<file path="config.mk">
export PLATFORM = sky130hd
export DESIGN_NAME = ir_pulse_frame_decoder
export DESIGN_NICKNAME = d
export VERILOG_FILES = /design/src/rtl/irdec_pkg.sv /design/src/rtl/irdec_edge_timer.sv /design/src/rtl/irdec_window.sv /design/src/rtl/irdec_frame_fsm.sv /design/src/rtl/ir_pulse_frame_decoder.sv
export SDC_FILE = /design/constraint.sdc
export NUM_CORES = 1
export LEC_CHECK = 0
export ABC_AREA = 1
export BUFFER_PORTS_ARGS = -buffer_cell sky130_fd_sc_hd__buf_2
export CAP_MARGIN = 10
export CELL_PAD_IN_SITES_DETAIL_PLACEMENT = 1
export CELL_PAD_IN_SITES_GLOBAL_PLACEMENT = 1
export CORE_UTILIZATION = 45
export DETAILED_ROUTE_END_ITERATION = 10
export PLACE_DENSITY_LB_ADDON = 0.3
export REMOVE_ABC_BUFFERS = 1
export SYNTH_ARGS = -nofsm -noshare
export SYNTH_HDL_FRONTEND = slang
export SYNTH_SLANG_ARGS = --single-unit
</file>
<file path="constraint.sdc">
create_clock -name clk -period 3.6 [get_ports clk]
set_input_delay 0.18 -clock clk [delete_from_list [all_inputs] [get_ports clk]]
set_output_delay 0.18 -clock clk [all_outputs]
set_load 0.1 [all_outputs]
</file>
<file path="src/rtl/irdec_pkg.sv">
package irdec_pkg;

   localparam int BYTE_W  = 8;
   localparam int ADDR_W  = 16;
   localparam int NUM_CLS = 4;

   // class indices; the leader index is the highest priority
   localparam int CLS_LEADER = 0;
   localparam int CLS_REPEAT = 1;
   localparam int CLS_ZERO   = 2;
   localparam int CLS_ONE    = 3;

   typedef enum logic [2:0] {
      ST_IDLE,
      ST_ADDR,
      ST_ADDR_INV,
      ST_CMD,
      ST_CMD_INV,
      ST_STOP
   } dec_state_t;

   function automatic int us_to_count(input int rate_hz, input int dur_us);
      longint prod;
      prod = longint'(rate_hz) * longint'(dur_us);
      return int'(prod / longint'(1000000)) - 1;
   endfunction

   function automatic int win_lo(input int base, input int tol_pct);
      return (base * (100 - tol_pct) + 99) / 100;
   endfunction

   function automatic int win_hi(input int base, input int tol_pct);
      return (base * (100 + tol_pct)) / 100;
   endfunction

endpackage

</file>
<file path="src/rtl/irdec_edge_timer.sv">
module irdec_edge_timer #(
   parameter int CW    = 11,
   parameter int LIMIT = 1999
) (
   input  logic          clk,
   input  logic          rst_n,
   input  logic          smp_tick,
   input  logic          ir_mark,
   output logic          rise_o,
   output logic          fall_o,
   output logic [CW-1:0] span_o,
   output logic          stale_o
);
   localparam logic [CW-1:0] LIMIT_V = CW'(LIMIT);

   logic          mark_q;
   logic [CW-1:0] span_q;

   assign rise_o  = smp_tick & ir_mark & ~mark_q;
   assign fall_o  = smp_tick & ~ir_mark & mark_q;
   assign span_o  = span_q;
   assign stale_o = (span_q == LIMIT_V);

   always_ff @(posedge clk or negedge rst_n) begin
      if (!rst_n) begin
         mark_q <= 1'b0;
         span_q <= LIMIT_V;
      end else if (smp_tick) begin
         mark_q <= ir_mark;
         if (rise_o)
            span_q <= '0;
         else if (span_q != LIMIT_V)
            span_q <= span_q + CW'(1);
      end
   end


   span_hold_chk: assert property (@(posedge clk) disable iff (!rst_n)
      !smp_tick |=> $stable(span_q));


   span_restart_chk: assert property (@(posedge clk) disable iff (!rst_n)
      rise_o |=> (span_q == '0));


   span_bound_chk: assert property (@(posedge clk) disable iff (!rst_n)
      span_q <= LIMIT_V);

endmodule

</file>
<file path="src/rtl/irdec_window.sv">
module irdec_window #(
   parameter int CW = 11,
   parameter int LO = 0,
   parameter int HI = 1
) (
   input  logic [CW-1:0] span_i,
   output logic          hit_o
);
   localparam logic [CW-1:0] LO_V = CW'(LO);
   localparam logic [CW-1:0] HI_V = CW'(HI);

   assign hit_o = (span_i >= LO_V) && (span_i <= HI_V);

endmodule

</file>
<file path="src/rtl/irdec_frame_fsm.sv">
module irdec_frame_fsm
   import irdec_pkg::*;
(
   input  logic                  clk,
   input  logic                  rst_n,
   input  logic                  rise_i,
   input  logic                  fall_i,
   input  logic                  stale_i,
   input  logic [NUM_CLS-1:0]    hit_i,
   input  logic                  wide_i,
   output logic                  frame_valid_o,
   output logic                  rpt_o,
   output logic                  frame_err_o,
   output logic [ADDR_W-1:0]     addr_o,
   output logic [BYTE_W-1:0]     cmd_o,
   output logic                  addr_bad_o,
   output logic                  cmd_bad_o
);
   localparam int NB = $clog2(ADDR_W);

   dec_state_t        st_q, st_d;
   logic [NB-1:0]     nbit_q, nbit_d;
   logic [ADDR_W-1:0] sh_q, sh_d, sh_ins;
   logic [ADDR_W-1:0] addr_w_q, addr_w_d;
   logic [BYTE_W-1:0] cmd_w_q, cmd_w_d;
   logic              abad_w_q, abad_w_d, cbad_w_q, cbad_w_d;
   logic              fv_d, rpt_d, ferr_d;
   logic              bit_ok, last_bit;
   logic [NB-1:0]     len_m1;

   assign bit_ok   = hit_i[CLS_ZERO] | hit_i[CLS_ONE];
   assign len_m1   = (st_q == ST_ADDR && wide_i) ? NB'(ADDR_W - 1) : NB'(BYTE_W - 1);
   assign last_bit = (nbit_q == len_m1);
   assign sh_ins   = sh_q | (ADDR_W'(hit_i[CLS_ONE]) << nbit_q);

   always_comb begin
      st_d     = st_q;
      nbit_d   = nbit_q;
      sh_d     = sh_q;
      addr_w_d = addr_w_q;
      cmd_w_d  = cmd_w_q;
      abad_w_d = abad_w_q;
      cbad_w_d = cbad_w_q;
      fv_d     = 1'b0;
      rpt_d    = 1'b0;
      ferr_d   = 1'b0;
      if (stale_i && st_q != ST_IDLE && st_q != ST_STOP) begin
         st_d   = ST_IDLE;
         nbit_d = '0;
         sh_d   = '0;
      end else begin
         case (st_q)
            ST_IDLE: begin
               if (rise_i) begin
                  if (hit_i[CLS_LEADER]) begin
                     st_d     = ST_ADDR;
                     nbit_d   = '0;
                     sh_d     = '0;
                     abad_w_d = 1'b0;
                     cbad_w_d = 1'b0;
                  end else if (hit_i[CLS_REPEAT]) begin
                     rpt_d = 1'b1;
                  end
               end
            end
            ST_STOP: begin
               if (fall_i) begin
                  fv_d = 1'b1;
                  st_d = ST_IDLE;
               end
            end
            default: begin
               if (rise_i) begin
                  if (!bit_ok) begin
                     ferr_d = 1'b1;
                     st_d   = ST_IDLE;
                     nbit_d = '0;
                     sh_d   = '0;
                  end else if (!last_bit) begin
                     sh_d   = sh_ins;
                     nbit_d = nbit_q + NB'(1);
                  end else begin
                     nbit_d = '0;
                     sh_d   = '0;
                     case (st_q)
                        ST_ADDR: begin
                           addr_w_d = wide_i ? sh_ins : {{(ADDR_W-BYTE_W){1'b0}}, sh_ins[BYTE_W-1:0]};
                           st_d     = wide_i ? ST_CMD : ST_ADDR_INV;
                        end
                        ST_ADDR_INV: begin
                           abad_w_d = (sh_ins[BYTE_W-1:0] != ~addr_w_q[BYTE_W-1:0]);
                           st_d     = ST_CMD;
                        end
                        ST_CMD: begin
                           cmd_w_d = sh_ins[BYTE_W-1:0];
                           st_d    = ST_CMD_INV;
                        end
                        default: begin
                           cbad_w_d = (sh_ins[BYTE_W-1:0] != ~cmd_w_q);
                           st_d     = ST_STOP;
                        end
                     endcase
                  end
               end
            end
         endcase
      end
   end

   always_ff @(posedge clk or negedge rst_n) begin
      if (!rst_n) begin
         st_q          <= ST_IDLE;
         nbit_q        <= '0;
         sh_q          <= '0;
         addr_w_q      <= '0;
         cmd_w_q       <= '0;
         abad_w_q      <= 1'b0;
         cbad_w_q      <= 1'b0;
         frame_valid_o <= 1'b0;
         rpt_o         <= 1'b0;
         frame_err_o   <= 1'b0;
         addr_o        <= '0;
         cmd_o         <= '0;
         addr_bad_o    <= 1'b0;
         cmd_bad_o     <= 1'b0;
      end else begin
         st_q          <= st_d;
         nbit_q        <= nbit_d;
         sh_q          <= sh_d;
         addr_w_q      <= addr_w_d;
         cmd_w_q       <= cmd_w_d;
         abad_w_q      <= abad_w_d;
         cbad_w_q      <= cbad_w_d;
         frame_valid_o <= fv_d;
         rpt_o         <= rpt_d;
         frame_err_o   <= ferr_d;
         if (fv_d) begin
            addr_o     <= addr_w_q;
            cmd_o      <= cmd_w_q;
            addr_bad_o <= abad_w_q;
            cmd_bad_o  <= cbad_w_q;
         end
      end
   end


   fv_pulse_chk: assert property (@(posedge clk) disable iff (!rst_n)
      frame_valid_o |=> !frame_valid_o);


   hold_out_chk: assert property (@(posedge clk) disable iff (!rst_n)
      !frame_valid_o |-> ($stable(addr_o) && $stable(cmd_o) && $stable(addr_bad_o) && $stable(cmd_bad_o)));


   idle_timeout_chk: assert property (@(posedge clk) disable iff (!rst_n)
      (stale_i && st_q != ST_STOP) |=> (st_q == ST_IDLE));


   rpt_from_idle_chk: assert property (@(posedge clk) disable iff (!rst_n)
      rpt_o |-> ($past(st_q) == ST_IDLE && st_q == ST_IDLE && !frame_valid_o));


   ferr_idle_chk: assert property (@(posedge clk) disable iff (!rst_n)
      frame_err_o |-> (st_q == ST_IDLE && !frame_valid_o));


   wide_no_chk_chk: assert property (@(posedge clk) disable iff (!rst_n)
      (st_q == ST_ADDR && wide_i && rise_i && bit_ok && last_bit && !stale_i) |=> (st_q == ST_CMD));

endmodule

</file>
<file path="src/rtl/ir_pulse_frame_decoder.sv">
module ir_pulse_frame_decoder
   import irdec_pkg::*;
#(
   parameter int SAMPLE_HZ = 100000,
   parameter int TOL_PCT   = 15,
   parameter int LEADER_US = 13500,
   parameter int REPEAT_US = 11250,
   parameter int ZERO_US   = 1125,
   parameter int ONE_US    = 2250,
   parameter int IDLE_US   = 20000
) (
   input  logic              clk,
   input  logic              rst_n,
   input  logic              smp_tick,
   input  logic              ir_mark,
   input  logic              wide_addr,
   output logic              frame_valid,
   output logic              rpt_strobe,
   output logic              frame_err,
   output logic [ADDR_W-1:0] addr_out,
   output logic [BYTE_W-1:0] cmd_out,
   output logic              addr_chk_fail,
   output logic              cmd_chk_fail
);
   localparam int IDLE_CNT = us_to_count(SAMPLE_HZ, IDLE_US);
   localparam int CW       = $clog2(IDLE_CNT + 1);
   localparam int CLS_US [NUM_CLS] = '{LEADER_US, REPEAT_US, ZERO_US, ONE_US};
   localparam int LEAD_HI  = win_hi(us_to_count(SAMPLE_HZ, LEADER_US), TOL_PCT);
   localparam int ZERO_HI  = win_hi(us_to_count(SAMPLE_HZ, ZERO_US), TOL_PCT);
   localparam int ONE_LO   = win_lo(us_to_count(SAMPLE_HZ, ONE_US), TOL_PCT);
   localparam int ZERO_LO  = win_lo(us_to_count(SAMPLE_HZ, ZERO_US), TOL_PCT);

   generate
      if (TOL_PCT < 1 || TOL_PCT > 30) begin : g_bad_tol
         $error("tolerance percentage must lie in 1..30");
      end
      if (LEAD_HI >= IDLE_CNT) begin : g_bad_idle
         $error("idle limit must exceed the leader window");
      end
      if (ZERO_HI >= ONE_LO || ZERO_LO < 1) begin : g_bad_bits
         $error("bit windows overlap or sample rate too low");
      end
   endgenerate

   logic          rise, fall, stale;
   logic [CW-1:0] span;
   logic [NUM_CLS-1:0] hit;

   irdec_edge_timer #(
      .CW    (CW),
      .LIMIT (IDLE_CNT)
   ) u_timer (
      .clk      (clk),
      .rst_n    (rst_n),
      .smp_tick (smp_tick),
      .ir_mark  (ir_mark),
      .rise_o   (rise),
      .fall_o   (fall),
      .span_o   (span),
      .stale_o  (stale)
   );

   for (genvar k = 0; k < NUM_CLS; k++) begin : g_cls
      localparam int BASE = us_to_count(SAMPLE_HZ, CLS_US[k]);
      irdec_window #(
         .CW (CW),
         .LO (win_lo(BASE, TOL_PCT)),
         .HI (win_hi(BASE, TOL_PCT))
      ) u_win (
         .span_i (span),
         .hit_o  (hit[k])
      );
   end

   irdec_frame_fsm u_fsm (
      .clk           (clk),
      .rst_n         (rst_n),
      .rise_i        (rise),
      .fall_i        (fall),
      .stale_i       (stale),
      .hit_i         (hit),
      .wide_i        (wide_addr),
      .frame_valid_o (frame_valid),
      .rpt_o         (rpt_strobe),
      .frame_err_o   (frame_err),
      .addr_o        (addr_out),
      .cmd_o         (cmd_out),
      .addr_bad_o    (addr_chk_fail),
      .cmd_bad_o     (cmd_chk_fail)
   );


   pulse_excl_chk: assert property (@(posedge clk) disable iff (!rst_n)
      $onehot0({frame_valid, rpt_strobe, frame_err}));

endmodule

</file>
# Yosys cells after proc, flatten, opt, wreduce, memory -nomap -nowiden

Cells that the tools add are included.

Reductions and logical operators: 24
Multiplexer cells: 52
Magnitude comparators: 8
Add/subtract/negate cells: 2
Shift-type cells: 1
Equal/unequal tests: 17
Bitwise logic cells: 13

Operators with widths:

| kind                                                                | count |
|---|---|
| 2-to-1 mux 16 bit                                                   | 7 |
| one-hot mux 16 bit (2 select lines)                                 | 1 |
| 2-to-1 mux 4 bit                                                    | 7 |
| 2-to-1 mux 1 bit                                                    | 23 |
| <= comparator 11 bit, second input constant                         | 2 |
| 2-to-1 mux 11 bit                                                   | 2 |
| 2-to-1 mux 3 bit                                                    | 7 |
| != test 8 bit                                                       | 2 |
| inverter 8 bit                                                      | 2 |
| OR 16 bit                                                           | 1 |
| left shift 1 x 4 -> 16 bit                                          | 1 |
| AND reduction 7 bit                                                 | 2 |
| AND reduction 6 bit                                                 | 2 |
| adder 11 x 1 -> 11 bit, second input constant                       | 1 |
| == test 11 bit, second input constant                               | 1 |
| greater-or-equal comparator 11 x 10 -> 1 bit, second input constant | 1 |
| greater-or-equal comparator 11 bit, second input constant           | 1 |
| greater-or-equal comparator 11 x 7 -> 1 bit, second input constant  | 1 |
| greater-or-equal comparator 11 x 8 -> 1 bit, second input constant  | 1 |
| <= comparator 11 x 7 -> 1 bit, second input constant                | 1 |
| <= comparator 11 x 9 -> 1 bit, second input constant                | 1 |
| != test 11 bit, second input constant                               | 1 |
| nonzero test 2 bit                                                  | 5 |
| != test 3 x 2 -> 1 bit, second input constant                       | 3 |
| other kinds (24)                                                    | 41 |

Logic and storage cells: 133
Input port bits: 5
Register bits after elaboration: 90

# Logic depth before layout (Yosys ltp)

Gate-level depths: netlist (run 1).

Depth in word-level cells: 10
Mapped depth: 18
Depth with buffers taken out: 17

# Cells and area by module

From an unflattened synthesis (run 1), not the netlist that was laid out.

Cell total of the unflattened synthesis: 652
Area total of the unflattened synthesis: 5051.1 sq um

Modules (own cells, without submodules):

| module                         | area each (sq um) | cells an instance | instances |
|---|---|---|---|
| irdec_frame_fsm                | 3911.3            | 465               | 1 |
| irdec_edge_timer               | 824.5             | 110               | 1 |
| irdec_window at g_cls[3].u_win | 113.9             | 27                | 1 |
| irdec_window at g_cls[1].u_win | 95.1              | 25                | 1 |
| irdec_window at g_cls[0].u_win | 65.1              | 16                | 1 |
| irdec_window at g_cls[2].u_win | 41.3              | 9                 | 1 |

# Worst setup path before layout (run 1)

Ideal clock, no wire load.

Path type: reg2reg
Start point: register u_timer.span_q[0], in the netlist u_timer.span_o[0]
End point: register u_fsm.addr_w_q[8]
Arrival time: 1965 ps
Required time: 3477 ps
Path slack: 1511 ps
Cell stages (with the launch flop): 13
Path through: dfstp_2 > ha_1 > inv_1 > nand2_1 > nand3_2 > nand2_1 > nand2_2 > nand3_4 > nand2_4 > nor4_4 > inv_2 > nand2_1 > o21ai_2

Cells in the longest elaborated chain, start to end: 5
Elaborated cells between the ends (all ways): 15
Those cells by class: order compare (4); eq/ne (1); shift (1); mux (1); bitwise (3); reduce/logical (5)

Ends and longest elaborated chain:

| item                                                                      | line                                         | source |
|---|---|---|
| start: declaration                                                        | irdec_edge_timer.sv:17                       | `logic [CW-1:0] span_q;` |
| start signal: assignment                                                  | irdec_edge_timer.sv:33                       | `span_q <= span_q + CW'(1);` |
| greater-or-equal comparator 11 x 8 -> 1 bit, or another cell as far along | irdec_window.sv:12                           | `assign hit_o = (span_i >= LO_V) && (span_i <= HI_V);` |
| logical AND 1 bit (on tied branches)                                      | irdec_window.sv:12, irdec_frame_fsm.sv:47    |  |
| left shift 1 x 4 -> 16 bit / logical AND 1 bit (equally long branches)    | irdec_frame_fsm.sv:34, irdec_frame_fsm.sv:47 |  |
| OR 16 bit / inverter 1 bit (equally long branches)                        | -                                            |  |
| 2-to-1 mux 16 bit / AND reduction 6 bit (equally long branches)           | -                                            |  |
| end signal: assignment                                                    | irdec_frame_fsm.sv:130                       | `addr_w_q <= addr_w_d;` |
| end: declaration                                                          | irdec_frame_fsm.sv:24                        | `logic [ADDR_W-1:0] addr_w_q, addr_w_d;` |

Several ways; a longest one is shown, not always the timed one.
A chain may end at the register's enable or synchronous reset.

# Worst setup path after layout (run 1)

Start point: register u_timer.span_q[0], in the netlist u_timer.span_o[0]
End point: register u_fsm.cbad_w_q

Cells in the longest elaborated chain, start to end: 10
Elaborated cells between the ends (all ways): 25
Those cells by class: order compare (6); eq/ne (3); shift (1); mux (5); bitwise (3); reduce/logical (7)

Ends and longest elaborated chain:

| item                                                                                                | line                   | source |
|---|---|---|
| greater-or-equal comparator 11 x 8 -> 1 bit / <= comparator 11 x 9 -> 1 bit (equally long branches) | irdec_window.sv:12     |  |
| logical AND 1 bit                                                                                   | irdec_window.sv:12     |  |
| left shift 1 x 4 -> 16 bit                                                                          | irdec_frame_fsm.sv:34  | `assign sh_ins = sh_q \| (ADDR_W'(hit_i[CLS_ONE]) << nbit_q);` |
| OR 16 bit                                                                                           | irdec_frame_fsm.sv:34  |  |
| != test 8 bit                                                                                       | irdec_frame_fsm.sv:99  | `cbad_w_d = (sh_ins[BYTE_W-1:0] != ~cmd_w_q);` |
| 2-to-1 mux 1 bit                                                                                    | irdec_frame_fsm.sv:85  | `case (st_q)` |
| 2-to-1 mux 1 bit                                                                                    | irdec_frame_fsm.sv:79  | `end else if (!last_bit) begin` |
| 2-to-1 mux 1 bit                                                                                    | irdec_frame_fsm.sv:74  | `if (!bit_ok) begin` |
| 2-to-1 mux 1 bit                                                                                    | irdec_frame_fsm.sv:73  | `if (rise_i) begin` |
| one-hot mux 1 bit (2 select lines)                                                                  | irdec_frame_fsm.sv:52  | `case (st_q)` |
| end signal: assignment                                                                              | irdec_frame_fsm.sv:133 | `cbad_w_q <= cbad_w_d;` |
| end: declaration                                                                                    | irdec_frame_fsm.sv:26  | `logic abad_w_q, abad_w_d, cbad_w_q, cbad_w_d;` |

Several ways; a longest one is shown, not always the timed one. The select of a mux whose other input is x is not followed.

==> summary.md, run 1 <==
| Metric | Value |
|---|---|
| Int Pwr | `0.001683 W` |
| Sequential fraction of the synthesis area | `0.4935` |
| I/O pins | `34` |
| NetSw | `0.001247 W` |
| Top cell family by delay on the critical path | `simple AND/OR/NAND/NOR gates` |
| Port Buf Inserts | `33` |
| Hold Fails Final Rpt | `53` |
| Post-Route WL | `11.35 mm` |
| Top area cells in the synthesized netlist | `dfrtp_1, nand2_1, inv_1` |
| P&R area growth vs syn | `10.69%` |
| Die X | `103.0 um` |
| Syn Std Cell Area | `4587 um2` |
| GRT overflow | `0` |
| Switching Fraction | `0.4255` |
| Clk pwr share | `0.264` |
| Antenna Diode Count | `0` |
| Worst setup SP type | `flip-flop` |
| Hold WS | `-0.04039 ns` |
| First-pass GRT wire length | `19.34 mm` |
| Die area | `10,600 um2` |
| Starting Density | `0.4671` |
| Power share of the sequential group | `0.411` |
| Chip height | `103.0 um` |
| CTS root buf | `clkbuf_8` |
| Via Count | `3,966` |
| Post-synthesis mux area share | `0` |
| Gate Count Post-Synth | `578` |
| Synth Area in Compound Gates | `0.1326` |
| Mean Syn Cell Area | `7.936 um2` |
| Antenna violations before repair | `0` |
| WS Path Type | `reg -> reg` |
| Yosys top cell area share | `0.4419` |
| RSZ-0062 raised after global routing | `false` |
| Simple-gate share of the synthesized area | `0.2777` |
| Worst path required time | `3.87 ns` |
| Combinational share of power | `0.325` |
| Cts hold-fix bufs | `0` |
| Min Tclk post-route | `2.503 ns` |
| Setup_tns | `0 ns` |
| Max Freq | `399.5 MHz` |
| Largest area contributor in the netlist | `dfrtp_1` |
| Post-synthesis xor/xnor area fraction | `0.001909` |
| Final-stage net count | `619` |
| Final Util | `0.5171` |
| Status | `finished, violations left` |
| Min-delay worst type | `in -> async` |
| Max Buffers Root-to-Sink | `2` |
| Post-DRT Antenna Nets | `0` |
| Slew @ Worst Pin | `0.9719 ns` |
| CTS Sinks | `90` |
| Max Cap Violations | `0` |
| Pin count of the biggest net entering global routing | `77` |
| Post-DR vias/cell | `5.302` |
| CTS tree | `yes` |
| Crit Path Max Fanout | `13` |
| Clock transition at path regs | `0.09 ns` |
| Share of cells above drive strength 1 | `0.1415` |
| Slew HR | `0.3520` |
| Most frequent CP cell | `nand2_1` |
| Worst Setup End Kind | `flip-flop` |
| Remaining DRCs | `0` |
| Post-CTS Resized | `0` |
| Htree depth | `3` |
| Pre-Repair DR Iteration Count | `4` |
| Largest family of logic cells by synthesized area | `simple AND/OR/NAND/NOR gates` |
| Post-CTS setup buffers | `0` |
| Vias in the first global route | `4,067` |
| PwrDens | `576.9 nW/um2` |
| DP HPWL | `8.214 mm` |
| CP max stage delay | `0.58 ns` |
| TritonCTS buffer count | `9` |
| Static Leakage | `2.511 nW` |
| WP data arrival | `2.77 ns` |
| Final Skew | `0.008297 ns` |
| Tot GR Track Use | `0.2407` |
| Synth Area in Adders | `0.01091` |
| Yosys cell types | `41` |
| Slowest stage cell, crit path | `dfstp_2` |
| Synth warn | `0` |
| Max-slew violations | `0` |
| Fraction of the cycle the final worst path needs | `0.6952` |
| GP Congestion | `0.8697` |
| Core ar. | `9819 um2` |
| Critical-path cell list | `ha_1 > inv_1 > nand2_1 > nand3_2 > nand2_1 > nand2_2 > nand2_2 > nand3_1 > nor2_1 > nand2_1 > nand3_1 > nand3_1 > nor2_1 > nand2_1 > nand2_1 > nand2_1` |
| Row count | `36` |
| Failing checks | `hold timing` |
| Final setup violation count | `0` |
| Post-synthesis register bit count | `90` |
| Bufs and invs on worst path | `1` |
| Worst VDD drop | `0.0003730 V` |
| Wire length per cell | `15.18 um` |
| Worst-Skew Late Latency | `0.37 ns` |
| DR iter-0 viols | `143` |
-- state kept, by name (all words and copies together) (netlist names) --
signal               flops
u_fsm.addr_o            16
u_fsm.addr_w_q          16
u_fsm.sh_q              16
u_timer.span_o          11
u_fsm.cmd_o              8
u_fsm.cmd_w_q            8
u_fsm.nbit_q             4
u_fsm.st_q               3
u_fsm.abad_w_q           1
u_fsm.addr_bad_o         1
u_fsm.cbad_w_q           1
u_fsm.cmd_bad_o          1
u_fsm.frame_err_o        1
u_fsm.frame_valid_o      1
u_fsm.rpt_o              1
u_timer.mark_q           1
-- cell type report --
class / count / area (um2)
Inverter: 79 / 296.5
Clock inverter: 4 / 75.07
Clock buffer: 12 / 145.1
Sequential cell: 90 / 2263
Fill cell: 1284 / 4742
Timing Repair Buffer: 36 / 190.2
Tap cell: 133 / 166.4
Multi-Input combinational cell: 394 / 1941
-- final timing paths --
| check | start | to | slack [ns] | cells past startpoint |
|---|---|---|---|---|
| max | u_timer.span_o[0] | u_fsm.cbad_w_q | 1.10 | 16 |
| max reg2reg | u_timer.span_o[0] | u_fsm.cbad_w_q | 1.10 | 16 |
| min in group clk | smp_tick | u_timer.mark_q | 0.04 | 2 |
| max in group asynchronous | rst_n | u_fsm.addr_w_q[9] | 2.87 | 2 |
| min | rst_n | u_fsm.frame_valid_o | -0.04 | 1 |
| min reg2reg | u_fsm.addr_w_q[8] | u_fsm.addr_o[8] | 0.48 | 2 |
-- stage by stage --
step	area [um2]	total power (W)	hold WS, ns	setup slack [ns]	instances
floorplan	4501	0.001976	-0.1156	1.259	563
global placement	4857	0.002150	0.3963	1.177	732
detailed placement	4857	0.002177	0.4074	1.121	732
CTS	5077	0.002950	0.01160	1.107	748
global route	5077	0.003066	0.06800	0.8182	748
finish	5077	0.002929	-0.04039	1.097	748
-- logic make-up after synthesis --
kind of cell | count (synthesis)
xor+xnor | 1
compound gates | 105
buf+inv | 94
fa+ha+maj | 4
flops | 90
simple gates | 284
-- synth_stat cells, drive strengths merged --
| cell | n |
|---|---|
| a211o | 1 |
| a211oi | 2 |
| a21boi | 5 |
| a21oi | 25 |
| a31o | 1 |
| a31oi | 3 |
| a41o | 2 |
| buf | 7 |
| clkbuf | 8 |
| clkinv | 1 |
| dfrtp | 81 |
| dfstp | 9 |
| ha | 4 |
| inv | 78 |
| nand2 | 173 |
| nand3 | 44 |
| nand4 | 10 |
| nor2 | 39 |
| nor3 | 16 |
| nor4 | 2 |
| o2111ai | 1 |
| o21ai | 62 |
| o21bai | 1 |
| o221ai | 1 |
| o22a | 1 |
| xor2 | 1 |
-- cell usage in the layout, fill, tap and decap left out, types with 2 or more instances in the layout --
master | netlist | layout
nand2_1 | 165 | 165
dfrtp_1 | 81 | 81
inv_1 | 75 | 75
o21ai_0 | 48 | 48
nand3_1 | 40 | 40
nor2_1 | 36 | 36
buf_2 | 3 | 32
a21oi_1 | 25 | 25
nor3_1 | 16 | 16
o21ai_1 | 10 | 10
clkbuf_8 | 0 | 10
dfstp_2 | 9 | 9
nand4_1 | 8 | 8
nand2_2 | 6 | 6
o21ai_2 | 4 | 4
a21boi_0 | 4 | 4
ha_1 | 4 | 4
buf_4 | 0 | 4
inv_2 | 3 | 3
nand3_2 | 3 | 3
a31oi_1 | 3 | 3
nor2_4 | 2 | 2
nand4_2 | 2 | 2
a211oi_1 | 2 | 2
nand2_4 | 2 | 2
a41o_1 | 2 | 2
clkinvlp_4 | 0 | 2
bufinv_16 | 0 | 2
clkbuf_1 | 7 | 2
-- power groups by stage --
stage / clock (W) / sequential, W / combinational [W]
after global routing: 0.000823 / 0.00122 / 0.00102
final: 0.000774 / 0.00120 / 0.000951
after global placement: 0 / 0.00122 / 0.000935
after detailed placement: 0 / 0.00122 / 0.000953
after CTS: 0.000788 / 0.00121 / 0.000957
after floorplan: 0 / 0.00170 / 0.000272
-- metal layers --
layer	wire, um	part of all wire	global-route usage	vias to the layer above
li1	-	-	-	1934
met1	5108	0.45	0.3019	1958
met2	5744	0.51	0.4123	58
met3	296	0.026	0.03525	16
met4	204	0.018	0.1083	0
met5	0	0	0	-
(Power assumes the default switching activity.)
==> run 2: changes to the inputs <==
==> constraint.sdc (replaced) <==
create_clock -name clk -period 2.55 [get_ports clk]
set_input_delay 0.1275 -clock clk [delete_from_list [all_inputs] [get_ports clk]]
set_output_delay 0.1275 -clock clk [all_outputs]
set_load 0.1 [all_outputs]
==> run 2 against run 1 <==
The run now ends clean. Die area did not move. Cell area rose by 3.6%. Routed wire length rose by 10%. Fmax rose by 5.5%. Clock power rose by 34%. Power rose by 41%. Register-to-register slack got worse by 0.92 ns. Sequential cell count did not move. Via count rose by 3.2%. Critical endpoint is now u_timer.span_o[8]. Clock skew fell by 0.00078 ns. Largest power group unchanged.
==> summary.md, run 2 (synthesis results as in run 1) <==
| Metric | Value |
|---|---|
| Worst path required time | `2.84 ns` |
| TritonCTS buffer count | `9` |
| Sequential Area | `2263 um2` |
| Wire length per cell | `16.45 um` |
| DR iter-0 viols | `162` |
| Status | `complete, no violations` |
| Most frequent CP cell | `nand2_1` |
| Htree depth | `3` |
| Hold Fails Final Rpt | `0` |
| PwrDens | `783.8 nW/um2` |
| Most frequent cells in the layout | `nand2_1, dfrtp_1, inv_1` |
| Max Freq | `421.5 MHz` |
| CTS tree | `yes` |
| Tot GR Track Use | `0.2552` |
| Remaining DRCs | `0` |
| Post-DRT Antenna Nets | `0` |
| Min Tclk post-route | `2.373 ns` |
| Worst-Skew Late Latency | `0.38 ns` |
| GP Congestion | `0.8517` |
| WS Path Type | `reg -> reg` |
| Die X | `103.0 um` |
| Bufs and invs on worst path | `1` |
| Worst Setup End Kind | `flip-flop` |
| Worst VDD drop | `0.0004420 V` |
| Pin count of the biggest net entering global routing | `53` |
| Crit Path Max Fanout | `6` |
| Slowest stage cell, crit path | `dfstp_2` |
| CP max stage delay | `0.62 ns` |
| FILL cells | `1,253` |
| Final setup violation count | `0` |
| First-pass GRT wire length | `20.38 mm` |
| Worst setup SP type | `flip-flop` |
| P&R area growth vs syn | `14.65%` |
| RSZ-0062 raised after global routing | `true` |
| Chip height | `103.0 um` |
| I/O pins | `34` |
| Final Skew | `0.007514 ns` |
| Starting Density | `0.4671` |
| Core ar. | `9819 um2` |
| Via Count | `4,094` |
| Post-Route WL | `12.52 mm` |
| Slew @ Worst Pin | `0.5569 ns` |
| CTS root buf | `clkbuf_8` |
| Min-delay worst type | `in -> reg` |
| Final-stage net count | `632` |
| Max Cap Violations | `0` |
| Pre-Repair DR Iteration Count | `4` |
| Max-slew violations | `0` |
| Row count | `36` |
| Static Leakage | `2.590 nW` |
| Share of cells above drive strength 1 | `0.1815` |
| Multi-input gate area | `2013 um2` |
| Antenna Diode Count | `0` |
| Fraction of the cycle the final worst path needs | `0.9304` |
| Post-DR vias/cell | `5.380` |
| Clock transition at path regs | `0.10 ns` |
| Largest regs | `u_fsm.addr_o: 16 flops, u_fsm.addr_w_q: 16 flops, u_fsm.sh_q: 16 flops` |
| Antenna violations before repair | `0` |
| Max Buffers Root-to-Sink | `2` |
| Slew HR | `0.6288` |
| Most common cell after layout, fill and taps aside | `nand2_1` |
| Die area | `10,600 um2` |
| Port Buf Inserts | `33` |
| Top cell family by delay on the critical path | `simple AND/OR/NAND/NOR gates` |
| Hold WS | `0.05038 ns` |
| FF-to-FF setup slack | `0.18 ns` |
| WP data arrival | `2.67 ns` |
| Vias in the first global route | `4,086` |
| Total chip power | `0.004122 W` |
| CTS Sinks | `90` |
| Critical-path cell list | `ha_4 > nand3_1 > nor3_2 > nand2_1 > nand2_1 > inv_1 > nor2_2 > nor2_1 > nand2_1 > nor2_1 > a211oi_1` |
| DP HPWL | `8.797 mm` |
| GRT overflow | `0` |
==> run 2: cell types whose count changed in the layout (fill, tap and decap cells not counted), sizes merged <==
cell,change
clkinvlp,-1
bufinv,-1
clkinv,+3
buf,+10
dlygate4sd3,+2
inv,+1
nand2,+1
clkbuf,-2
==> run 2: layout make-up <==
class	count	area share
Sequential cell	90	0.4304
Multi-Input combinational cell	395	0.3828
Timing Repair Buffer	48	0.05972
Inverter	79	0.05686
Tap cell	133	0.03164
Clock buffer	10	0.02617
Clock inverter	6	0.01237
==> run 2: worst paths after layout <==
check	end	cells after the start	from
max reg2reg	u_timer.span_o[8]	11	u_timer.span_o[0]
min	u_timer.mark_q	3	ir_mark
min reg2reg	u_fsm.addr_o[14]	2	u_fsm.addr_w_q[14]
min in group asynchronous	u_fsm.addr_o[9]	2	rst_n
max	u_timer.span_o[8]	11	u_timer.span_o[0]
max in group asynchronous	u_fsm.cmd_o[3]	3	rst_n
==> run 2: report_power, final <==
part | switching (W) | internal [W]
Sequential | 0.000121 | 0.00158
Clock | 0.000559 | 0.000482
Combinational | 0.00115 | 0.000224
Total | 0.00183 | 0.00229
==> run 2: what timing repair did <==
item,4_1_cts,5_1_grt
resized for setup,2,19
setup buffers,0,5
hold buffers,2,0
setup endpoints to repair,2,7
hold endpoints to repair,30,0
pin swaps,0,5
gates cloned,0,1
==> run 2: routing by layer <==
| metal | share of wire | track usage | up-vias | wire, um |
|---|---|---|---|---|
| met5 | 0 | 0 | - | 0 |
| met4 | 0.018 | 0.08884 | 0 | 221 |
| met3 | 0.029 | 0.05017 | 11 | 363 |
| met2 | 0.51 | 0.4354 | 46 | 6370 |
| met1 | 0.44 | 0.3235 | 2071 | 5566 |
| li1 | - | - | 1966 | - |
==> run 2: tightest hold or removal path: cells and delay by family <==
kind,cells,cell delay [ns]
buffers and inverters,1,0.09
and+or+nand+nor,1,0.09
AOI/OAI and AO/OA,1,0.09
==> run 2: per-stage QoR <==
| stage | cell area [um2] | setup TNS [ns] | setup WS, ns | util | instances |
|---|---|---|---|---|---|
| global placement | 4920 | 0 | 0.08324 | 0.5010 | 737 |
| detailed placement | 4920 | -0.03122 | -0.03122 | 0.5010 | 737 |
| global route | 5259 | -0.02061 | -0.01160 | 0.5356 | 761 |
| CTS | 5152 | 0 | 0.05650 | 0.5247 | 755 |
| floorplan | 4501 | 0 | 0.2090 | - | 563 |
| finish | 5259 | 0 | 0.1774 | 0.5356 | 761 |
